**src/rtl/pcl_pkg.sv**
```systemverilog
package pcl_pkg;

    typedef enum logic [1:0] {
        SPC_COMMON = 2'd0,
        SPC_ATTR   = 2'd1,
        SPC_IO     = 2'd2
    } space_e;

    // bit positions of host controls inside the synchronized vector
    localparam int unsigned CB_CE1  = 0;
    localparam int unsigned CB_CE2  = 1;
    localparam int unsigned CB_A0   = 2;
    localparam int unsigned CB_REG  = 3;
    localparam int unsigned CB_OE   = 4;
    localparam int unsigned CB_WE   = 5;
    localparam int unsigned CB_IORD = 6;
    localparam int unsigned CB_IOWR = 7;
    localparam int unsigned CTRL_W  = 8;
    // idle host: enables and strobes high, a0 low
    localparam logic [CTRL_W-1:0] CTRL_IDLE = 8'hFB;

endpackage

```
**src/rtl/pcl_sync.sv**
```systemverilog
module pcl_sync #(
    parameter int unsigned W      = 8,
    parameter int unsigned STAGES = 2,
    parameter logic [W-1:0] RST_VAL = '0
) (
    input  logic         clk,
    input  logic         rst_n,
    input  logic [W-1:0] din,
    output logic [W-1:0] dout
);
    logic [W-1:0] pipe [STAGES];

    for (genvar g = 0; g < STAGES; g++) begin : g_stage
        if (g == 0) begin : g_first
            always_ff @(posedge clk or negedge rst_n) begin
                if (!rst_n) pipe[g] <= RST_VAL;
                else        pipe[g] <= din;
            end
        end else begin : g_next
            always_ff @(posedge clk or negedge rst_n) begin
                if (!rst_n) pipe[g] <= RST_VAL;
                else        pipe[g] <= pipe[g-1];
            end
        end
    end

    assign dout = pipe[STAGES-1];
endmodule

```
**src/rtl/pcl_lane_dec.sv**
```systemverilog
module pcl_lane_dec (
    input  logic       ce1_n,
    input  logic       ce2_n,
    input  logic       a0,
    output logic       sel,
    output logic [1:0] be,
    output logic       swap
);
    // swap: the low host lane carries the odd byte (8-bit host, odd address)
    always_comb begin
        sel  = !ce1_n || !ce2_n;
        be   = 2'b00;
        swap = 1'b0;
        unique case ({ce2_n, ce1_n})
            2'b00: be = 2'b11;
            2'b10: begin
                be   = a0 ? 2'b10 : 2'b01;
                swap = a0;
            end
            2'b01: be = 2'b10;
            default: be = 2'b00;
        endcase
    end
endmodule

```
**src/rtl/pcl_rd_steer.sv**
```systemverilog
module pcl_rd_steer #(
    parameter int unsigned DW = 16,
    localparam int unsigned LW = DW / 2
) (
    input  logic [DW-1:0] rdata,
    input  logic          swap,
    output logic [DW-1:0] lanes
);
    always_comb begin
        lanes[LW-1:0]  = swap ? rdata[DW-1:LW] : rdata[LW-1:0];
        lanes[DW-1:LW] = rdata[DW-1:LW];
    end
endmodule

```
**src/rtl/pcl_wr_steer.sv**
```systemverilog
module pcl_wr_steer #(
    parameter int unsigned DW = 16,
    localparam int unsigned LW = DW / 2
) (
    input  logic [DW-1:0] hdata,
    input  logic [1:0]    be,
    input  logic          swap,
    output logic [DW-1:0] wdata
);
    always_comb begin
        wdata[LW-1:0]  = be[0] ? hdata[LW-1:0] : '0;
        wdata[DW-1:LW] = !be[1] ? '0 : (swap ? hdata[LW-1:0] : hdata[DW-1:LW]);
    end
endmodule

```
**src/rtl/pccard_lane_steer.sv**
```systemverilog
module pccard_lane_steer
    import pcl_pkg::*;
#(
    parameter int unsigned DW          = 16,
    parameter int unsigned SYNC_STAGES = 2
) (
    input  logic          clk,
    input  logic          rst_n,
    input  logic          ce1_n,
    input  logic          ce2_n,
    input  logic          a0,
    input  logic          reg_n,
    input  logic          oe_n,
    input  logic          we_n,
    input  logic          iord_n,
    input  logic          iowr_n,
    input  logic [DW-1:0] host_din,
    output logic [DW-1:0] host_dout,
    output logic          host_oe_lo,
    output logic          host_oe_hi,
    output logic          inpack_n,
    output logic          iois16_n,
    input  logic          io_hit,
    input  logic          port_wide,
    output logic          acc_wr,
    output logic          acc_rd,
    output logic [1:0]    acc_be,
    output logic [1:0]    acc_space,
    output logic [DW-1:0] acc_wdata,
    input  logic [DW-1:0] acc_rdata
);
    localparam int unsigned SW = CTRL_W + DW;
    localparam logic [SW-1:0] SYNC_RST = {{DW{1'b0}}, CTRL_IDLE};

    typedef struct packed {
        logic          wr_arm;
        logic [1:0]    wr_be;
        space_e        wr_space;
        logic [DW-1:0] wr_data;
        logic          acc_wr;
        logic          acc_rd;
        logic [1:0]    acc_be;
        space_e        acc_space;
        logic [DW-1:0] acc_wdata;
        logic          oe_lo;
        logic          oe_hi;
        logic [DW-1:0] dout;
        logic          inpack_n;
        logic          iois16_n;
    } state_t;

    localparam state_t ST_RESET = '{
        wr_arm: 1'b0, wr_be: 2'b00, wr_space: SPC_COMMON, wr_data: '0,
        acc_wr: 1'b0, acc_rd: 1'b0, acc_be: 2'b00, acc_space: SPC_COMMON,
        acc_wdata: '0, oe_lo: 1'b0, oe_hi: 1'b0, dout: '0,
        inpack_n: 1'b1, iois16_n: 1'b1
    };

    // synchronized host side
    logic [SW-1:0]     sync_q;
    logic [CTRL_W-1:0] s_ctl;
    logic [DW-1:0]     s_data;

    pcl_sync #(.W(SW), .STAGES(SYNC_STAGES), .RST_VAL(SYNC_RST)) sync_i (
        .clk  (clk),
        .rst_n(rst_n),
        .din  ({host_din, iowr_n, iord_n, we_n, oe_n, reg_n, a0, ce2_n, ce1_n}),
        .dout (sync_q)
    );
    assign s_ctl  = sync_q[CTRL_W-1:0];
    assign s_data = sync_q[SW-1:CTRL_W];

    logic       sel;
    logic [1:0] lane_be;
    logic       lane_swap;

    pcl_lane_dec lane_dec_i (
        .ce1_n(s_ctl[CB_CE1]),
        .ce2_n(s_ctl[CB_CE2]),
        .a0   (s_ctl[CB_A0]),
        .sel  (sel),
        .be   (lane_be),
        .swap (lane_swap)
    );

    logic [DW-1:0] rd_lanes;
    logic [DW-1:0] wr_word;

    pcl_rd_steer #(.DW(DW)) rd_steer_i (
        .rdata(acc_rdata),
        .swap (lane_swap),
        .lanes(rd_lanes)
    );

    pcl_wr_steer #(.DW(DW)) wr_steer_i (
        .hdata(s_data),
        .be   (lane_be),
        .swap (lane_swap),
        .wdata(wr_word)
    );

    state_t st_d, st_q;

    always_comb begin
        logic reg_lo, mem_rd, io_rd, rd_act, strobe_lo, fire;
        space_e mem_space;

        st_d        = st_q;
        st_d.acc_wr = 1'b0;

        reg_lo    = !s_ctl[CB_REG];
        mem_space = reg_lo ? SPC_ATTR : SPC_COMMON;
        mem_rd    = sel && !s_ctl[CB_OE];
        io_rd     = sel && !s_ctl[CB_IORD] && reg_lo;
        rd_act    = mem_rd || (io_rd && io_hit);
        strobe_lo = !s_ctl[CB_WE] || (!s_ctl[CB_IOWR] && reg_lo);
        fire      = st_q.wr_arm && !strobe_lo;

        // snapshot the write while its strobe is low
        if (sel && strobe_lo) begin
            st_d.wr_arm   = 1'b1;
            st_d.wr_be    = lane_be;
            st_d.wr_space = !s_ctl[CB_WE] ? mem_space : SPC_IO;
            st_d.wr_data  = wr_word;
        end

        if (fire) begin
            st_d.wr_arm    = 1'b0;
            st_d.acc_wr    = 1'b1;
            st_d.acc_wdata = st_q.wr_data;
        end

        st_d.acc_rd = rd_act;
        if (fire) begin
            st_d.acc_be    = st_q.wr_be;
            st_d.acc_space = st_q.wr_space;
        end else if (rd_act) begin
            st_d.acc_be    = lane_be;
            st_d.acc_space = mem_rd ? mem_space : SPC_IO;
        end else begin
            st_d.acc_be    = 2'b00;
        end

        st_d.oe_lo    = rd_act && !s_ctl[CB_CE1];
        st_d.oe_hi    = rd_act && !s_ctl[CB_CE2];
        st_d.dout     = rd_act ? rd_lanes : '0;
        st_d.inpack_n = !(io_rd && io_hit);
        st_d.iois16_n = !(sel && reg_lo && port_wide);
    end

    always_ff @(posedge clk or negedge rst_n) begin
        if (!rst_n) st_q <= ST_RESET;
        else        st_q <= st_d;
    end

    assign host_dout  = st_q.dout;
    assign host_oe_lo = st_q.oe_lo;
    assign host_oe_hi = st_q.oe_hi;
    assign inpack_n   = st_q.inpack_n;
    assign iois16_n   = st_q.iois16_n;
    assign acc_wr     = st_q.acc_wr;
    assign acc_rd     = st_q.acc_rd;
    assign acc_be     = st_q.acc_be;
    assign acc_space  = st_q.acc_space;
    assign acc_wdata  = st_q.acc_wdata;

endmodule

```
**config.mk**
```make
export PLATFORM = sky130hd
export DESIGN_NAME = pccard_lane_steer
export DESIGN_NICKNAME = d
export VERILOG_FILES = /design/src/rtl/pcl_pkg.sv /design/src/rtl/pcl_sync.sv /design/src/rtl/pcl_lane_dec.sv /design/src/rtl/pcl_rd_steer.sv /design/src/rtl/pcl_wr_steer.sv /design/src/rtl/pccard_lane_steer.sv
export SDC_FILE = /design/constraint.sdc
export NUM_CORES = 1
export LEC_CHECK = 0
export CAP_MARGIN = 30
export CORE_ASPECT_RATIO = 0.8
export CORE_MARGIN = 1.5
export CORE_UTILIZATION = 50
export CTS_CLUSTER_SIZE = 12
export DETAILED_ROUTE_END_ITERATION = 7
export GPL_TIMING_DRIVEN = 1
export MAX_ROUTING_LAYER = met4
export PLACE_DENSITY = 0.79
export SLEW_MARGIN = 10
export SYNTH_ARGS = -nofsm -noshare
export SYNTH_HDL_FRONTEND = slang
export SYNTH_SLANG_ARGS = --single-unit
export TNS_END_PERCENT = 10
```
**constraint.sdc**
```tcl
create_clock -name clk -period 2.1 [get_ports clk]
set_input_delay 0.21 -clock clk [delete_from_list [all_inputs] [get_ports clk]]
set_output_delay 0.21 -clock clk [all_outputs]
set_load 0.05 [all_outputs]
```
After elaboration in Yosys (flattened, before gate mapping)
Cells that the tools add are included.

Equality and inequality tests: 2. Mux-type cells: 17. Reductions and logical operators: 27.

Operators by type and width (count): $mux W8 (4); $mux W21 (1); $mux W16 (1); $logic_and A1 B1 Y1 (11); $logic_not A1 Y1 (10); $mux W2 (5); $pmux W2 S3 (1); $mux W1 (4); $mux W4 (1); $reduce_bool A2 Y1 (2); $logic_or A1 B1 Y1 (3); $eq A2 B1 Y1 const B (1); $eq A2 B2 Y1 const B (1); $logic_not A2 Y1 (1).

Register bits: 111. Logic and storage cells: 62.

Longest topological paths before layout
Depth in word-level cells: 8. Mapped depth: 6.

Hierarchy
A second synthesis with hierarchy kept.

Cell total of the unflattened synthesis: 338. Area total of the unflattened synthesis: 4419.2 um^2.

By module, submodules not included: pccard_lane_steer (times used 1, cells each 219, area an instance 2607.5 um^2, seq. area each 1579.0 um^2); pcl_sync (times used 1, cells each 72, area an instance 1398.8 um^2, seq. area each 1218.7 um^2); pcl_rd_steer (times used 1, cells each 17, area an instance 191.4 um^2, seq. area each 0.0 um^2); pcl_wr_steer (times used 1, cells each 25, area an instance 191.4 um^2, seq. area each 0.0 um^2); pcl_lane_dec (times used 1, cells each 5, area an instance 30.0 um^2, seq. area each 0.0 um^2).

Worst setup path before layout
Ideal clock, no wire load.

Path type: reg-to-reg. Start point: register sync_i.pipe, in the netlist sync_i.dout[0]. End point: register st_q[55] (netlist bit). Setup time: 125 ps. Arrival time: 1383 ps. Data required time: 1975 ps. Path slack: 593 ps. Cell stages (with the launch flop): 6. Period minus slack after synthesis: 1507 ps. Cell sequence: dfstp_2 > and3b_1 > buf_6 > buf_6 > a22o_1 > mux2_2.

Word-level cells in the longest chain between the ends: 4. Elaborated cells between the ends (all ways): 10. Those cells by class: eq/ne: 2; mux: 4; reduce/logical: 4.

Ends and longest elaborated chain: from (decl) (line pcl_sync.sv:11) `logic [W-1:0] pipe [STAGES];`; from (signal, indexed assignment) (line pcl_sync.sv:22) `else pipe[g] <= pipe[g-1];`; $eq A2 B2 Y1 (line pcl_lane_dec.sv:14) `unique case ({ce2_n, ce1_n})`; $mux W1 (line pcl_lane_dec.sv:14); $mux W8 (2 in a row) (line pcl_wr_steer.sv:12) `wdata[DW-1:LW] = !be[1] ? '0 : (swap ? hdata[LW-1:0] : hdata[DW-1:LW]);`; to (signal assigned) (line pccard_lane_steer.sv:153) `else st_q <= st_d;`; to (decl) (line pccard_lane_steer.sv:102) `state_t st_d, st_q;`.

Parallel ways exist; a longest one is shown, timed or not. A chain may end at the register's enable or synchronous reset.

Worst setup path after layout
Start point: register st_q, in the netlist iois16_n. End point: output iois16_n.

RTL lines: to (decl) (line pccard_lane_steer.sv:22) `output logic iois16_n,`.

No word-level cell between the ends.

==> results.cfg <==
[route]
drt_iter0_drc = 220
via_per_inst = 4.87
drc = 0
routed_wl_mm = 6.51
first_pass_iters = 4
vias = 2282
postRouteAntennaNets = 0
routedWlPerCell_um = 13.9

[worst_setup_path]
arrival_ns = 1.66
cp-start-kind = flop
critPathRequiredTime_ns = 1.89
critPathLaunch = iois16_n
crit_fanout = 1
rr_endpoint = st_q[56]
critical_path_class = flop to output port
cp-end-kind = output port
cp_top_family = buffers and inverters
setup.worst_path.end = iois16_n
worst-path-stages = 1
r2r_slack_ns = 0.43
worst-r2r-cell-count = 3
critPathMaxStageDelay_ns = 0.79
reg2reg_from = sync_i.dout[1]
crit_path_top_delay_cell = clkdlybuf4s50_1
critical_path_buf_inv_count = 1
cp_cell_sequence = clkdlybuf4s50_1

[finish]
layout.nets = 403
drive_above_1_share_pct = 14.0
regArea_um2 = 2800
design_area_um2 = 4850
multi_input_area_um2 = 788
area_growth_pct = 23.1
fill_cells = 555
n_antenna_cell = 0

[sta]
worst_pin_slew_ns = 0.621
report.final.slew_viol_count = 0
final.setup.tns_ns = 0
final.setup_skew_ns = 0.0112
finalCritPeriodShare_pct = 88.9
hold_viol_final = 0
fin_ws_ns = 0.233
maxSlewHeadroom_pct = 58.6
period_minus_slack_ns = 1.87
max_freq_ghz = 0.536
rsz0062_at_grt = false
setup-violations-final = 0
hold_ws_ns = 0.245

[grt]
grt.total_usage_pct = 17.6
grt_max_degree = 49
grt.overflow.total = 0
grt_antenna_before_repair = 0
first_global_vias = 2207
grt_first_pass_wirelength_mm = 10.7

[floorplan]
ios = 86
die_area_um2 = 8430
start_util_pct = 52.3
row_count = 28
coreArea_um2 = 7530
die_h_um = 82.4
fp.dieW_um = 102

[clocking]
clock_path_buffers = 2
clk_pin_slew_worst_paths_ns = 0.10
post-cts-setup-buffers = 0
htree_levels = 3
cts_tree = yes
insertion_delay_ns = 0.36
root_buffer = clkbuf_8
cts.sink_count = 111
numCtsBuffers = 9

[placed_design]
place_area_um2 = 4630
dp_slack_ns = 0.451
place.gp.congestion = 0.881
io_buffers = 85
dp_hpwl_mm = 4.62

[yosys]
synthMuxAreaShare_pct = 2.29
yosysSeqAreaShare_pct = 71.0
synth_cell_type_count = 30
synthAdderAreaFrac_pct = 0
synth_cells = 305
yosysWarnings = 0
synthXorXnorAreaFrac_pct = 0
synth-simple-area-share_pct = 9.78
syn_area_um2 = 3940
synth_compound_area_share_pct = 7.94
synth_top_family_by_area = simple AND/OR/NAND/NOR gates
syn_area_per_cell_um2 = 12.9
synth-seq-cells = 111
synth_nets = 349

[pwr]
p_per_area_nw_per_um2 = 945
worst_ir_drop_vdd_mv = 0.496
leakage_nw = 2.22
p_total_mw = 4.58

[min_path]
hold_class = input port to flop

[run_status]
outcome = complete, no violations

[job]
drv_cap = 0
-- final cells by class --
class,count,share of cell area (%)
inverters,6,0.464
clock buffers,10,2.84
well taps,105,2.71
repair buffers,90,18.6
clock inverters,6,1.55
multi-input cells,141,16.2
flip-flops and latches,111,57.6
-- cells in the final DEF, fill, tap and decap left out, types with 2 or more instances in the layout --
| cell | instances |
|---|---|
| a22o_1 | 17 |
| o22ai_1 | 2 |
| buf_4 | 4 |
| a21oi_1 | 16 |
| dfstp_2 | 16 |
| clkdlybuf4s50_1 | 84 |
| and2_1 | 10 |
| inv_8 | 2 |
| clkbuf_8 | 10 |
| nor2_1 | 3 |
| dfrtp_1 | 95 |
| mux2_2 | 8 |
| inv_1 | 4 |
| inv_2 | 2 |
| nand2_1 | 70 |
-- state kept, by name (all words and copies together), names as in the netlist --
name and cells:
sync_i.dout 24, sync_i.pipe 24, st_q 21, acc_wdata 16, host_dout 16, acc_be 2, acc_space 2, acc_rd 1
acc_wr 1, host_oe_hi 1, host_oe_lo 1, inpack_n 1, iois16_n 1
-- how the worst min path moves through the flow --
stage / start / endpoint / slack [ns] / depth (start not counted)
after global routing: we_n / sync_i.pipe[29] / 0.21 / 1
final: iowr_n / sync_i.pipe[31] / 0.25 / 1
after detailed placement: rst_n / sync_i.pipe[26] / 0.23 / 1
after CTS: iowr_n / sync_i.pipe[31] / 0.23 / 1
after global placement: rst_n / sync_i.pipe[26] / 0.22 / 1
after floorplan: rst_n / acc_be[0] / -0.09 / 0
-- stage by stage --
stage | instances | utilization, %
2_1_floorplan | 305 | -
3_3_place_gp | 452 | 61.5
3_5_place_dp | 452 | 61.5
4_1_cts | 469 | 64.4
5_1_grt | 469 | 64.4
6_report | 469 | 64.4
-- synthesized netlist by cell type, drive strengths merged --
cell type,number,share of area (%)
dfrtp,95,60
nand2,71,6.8
buf,43,8.1
a22o,17,3.8
a21oi,16,2.0
dfstp,16,11
and2,10,1.6
mux2,8,2.3
inv,6,0.57
clkbuf,4,0.38
nor2,3,0.29
o21ai,3,0.48
o211ai,2,0.51
o22ai,2,0.32
a21o,1,0.19
a41oi,1,0.22
and3b,1,0.22
nand2b,1,0.16
nand3b,1,0.19
nor3b,1,0.32
o21a,1,0.19
o221ai,1,0.22
or4,1,0.19
-- cell families after synthesis --
kind of cell           count (synthesis)
AOI/OAI and AO/OA                     44
buffers and inverters                 53
DFF                                  111
muxes                                  8
and+or+nand+nor                       89
-- metal layers --
metal	track usage (%)	vias up	wire length, um	part of all wire [%]
met1	24.2	1116	2960	45
li1	-	1064	-	-
met5	-	-	0	0
met4	7.95	0	115	1.8
met2	25.6	88	3090	47
met3	3.87	14	343	5.3
-- what timing repair did --
action,CTS,global route
resized for setup,0,0
endpoints found under the setup margin,0,0
hold endpoints to repair,36,0
hold buffers,1,0
-- power by group --
group	leakage (nW)	internal, mW	switching [mW]
sequential	1.35	2.33	0.0967
clock	0.111	0.605	0.678
combinational	0.763	0.326	0.545
Note: power is estimated with default switching activity, not from simulation.
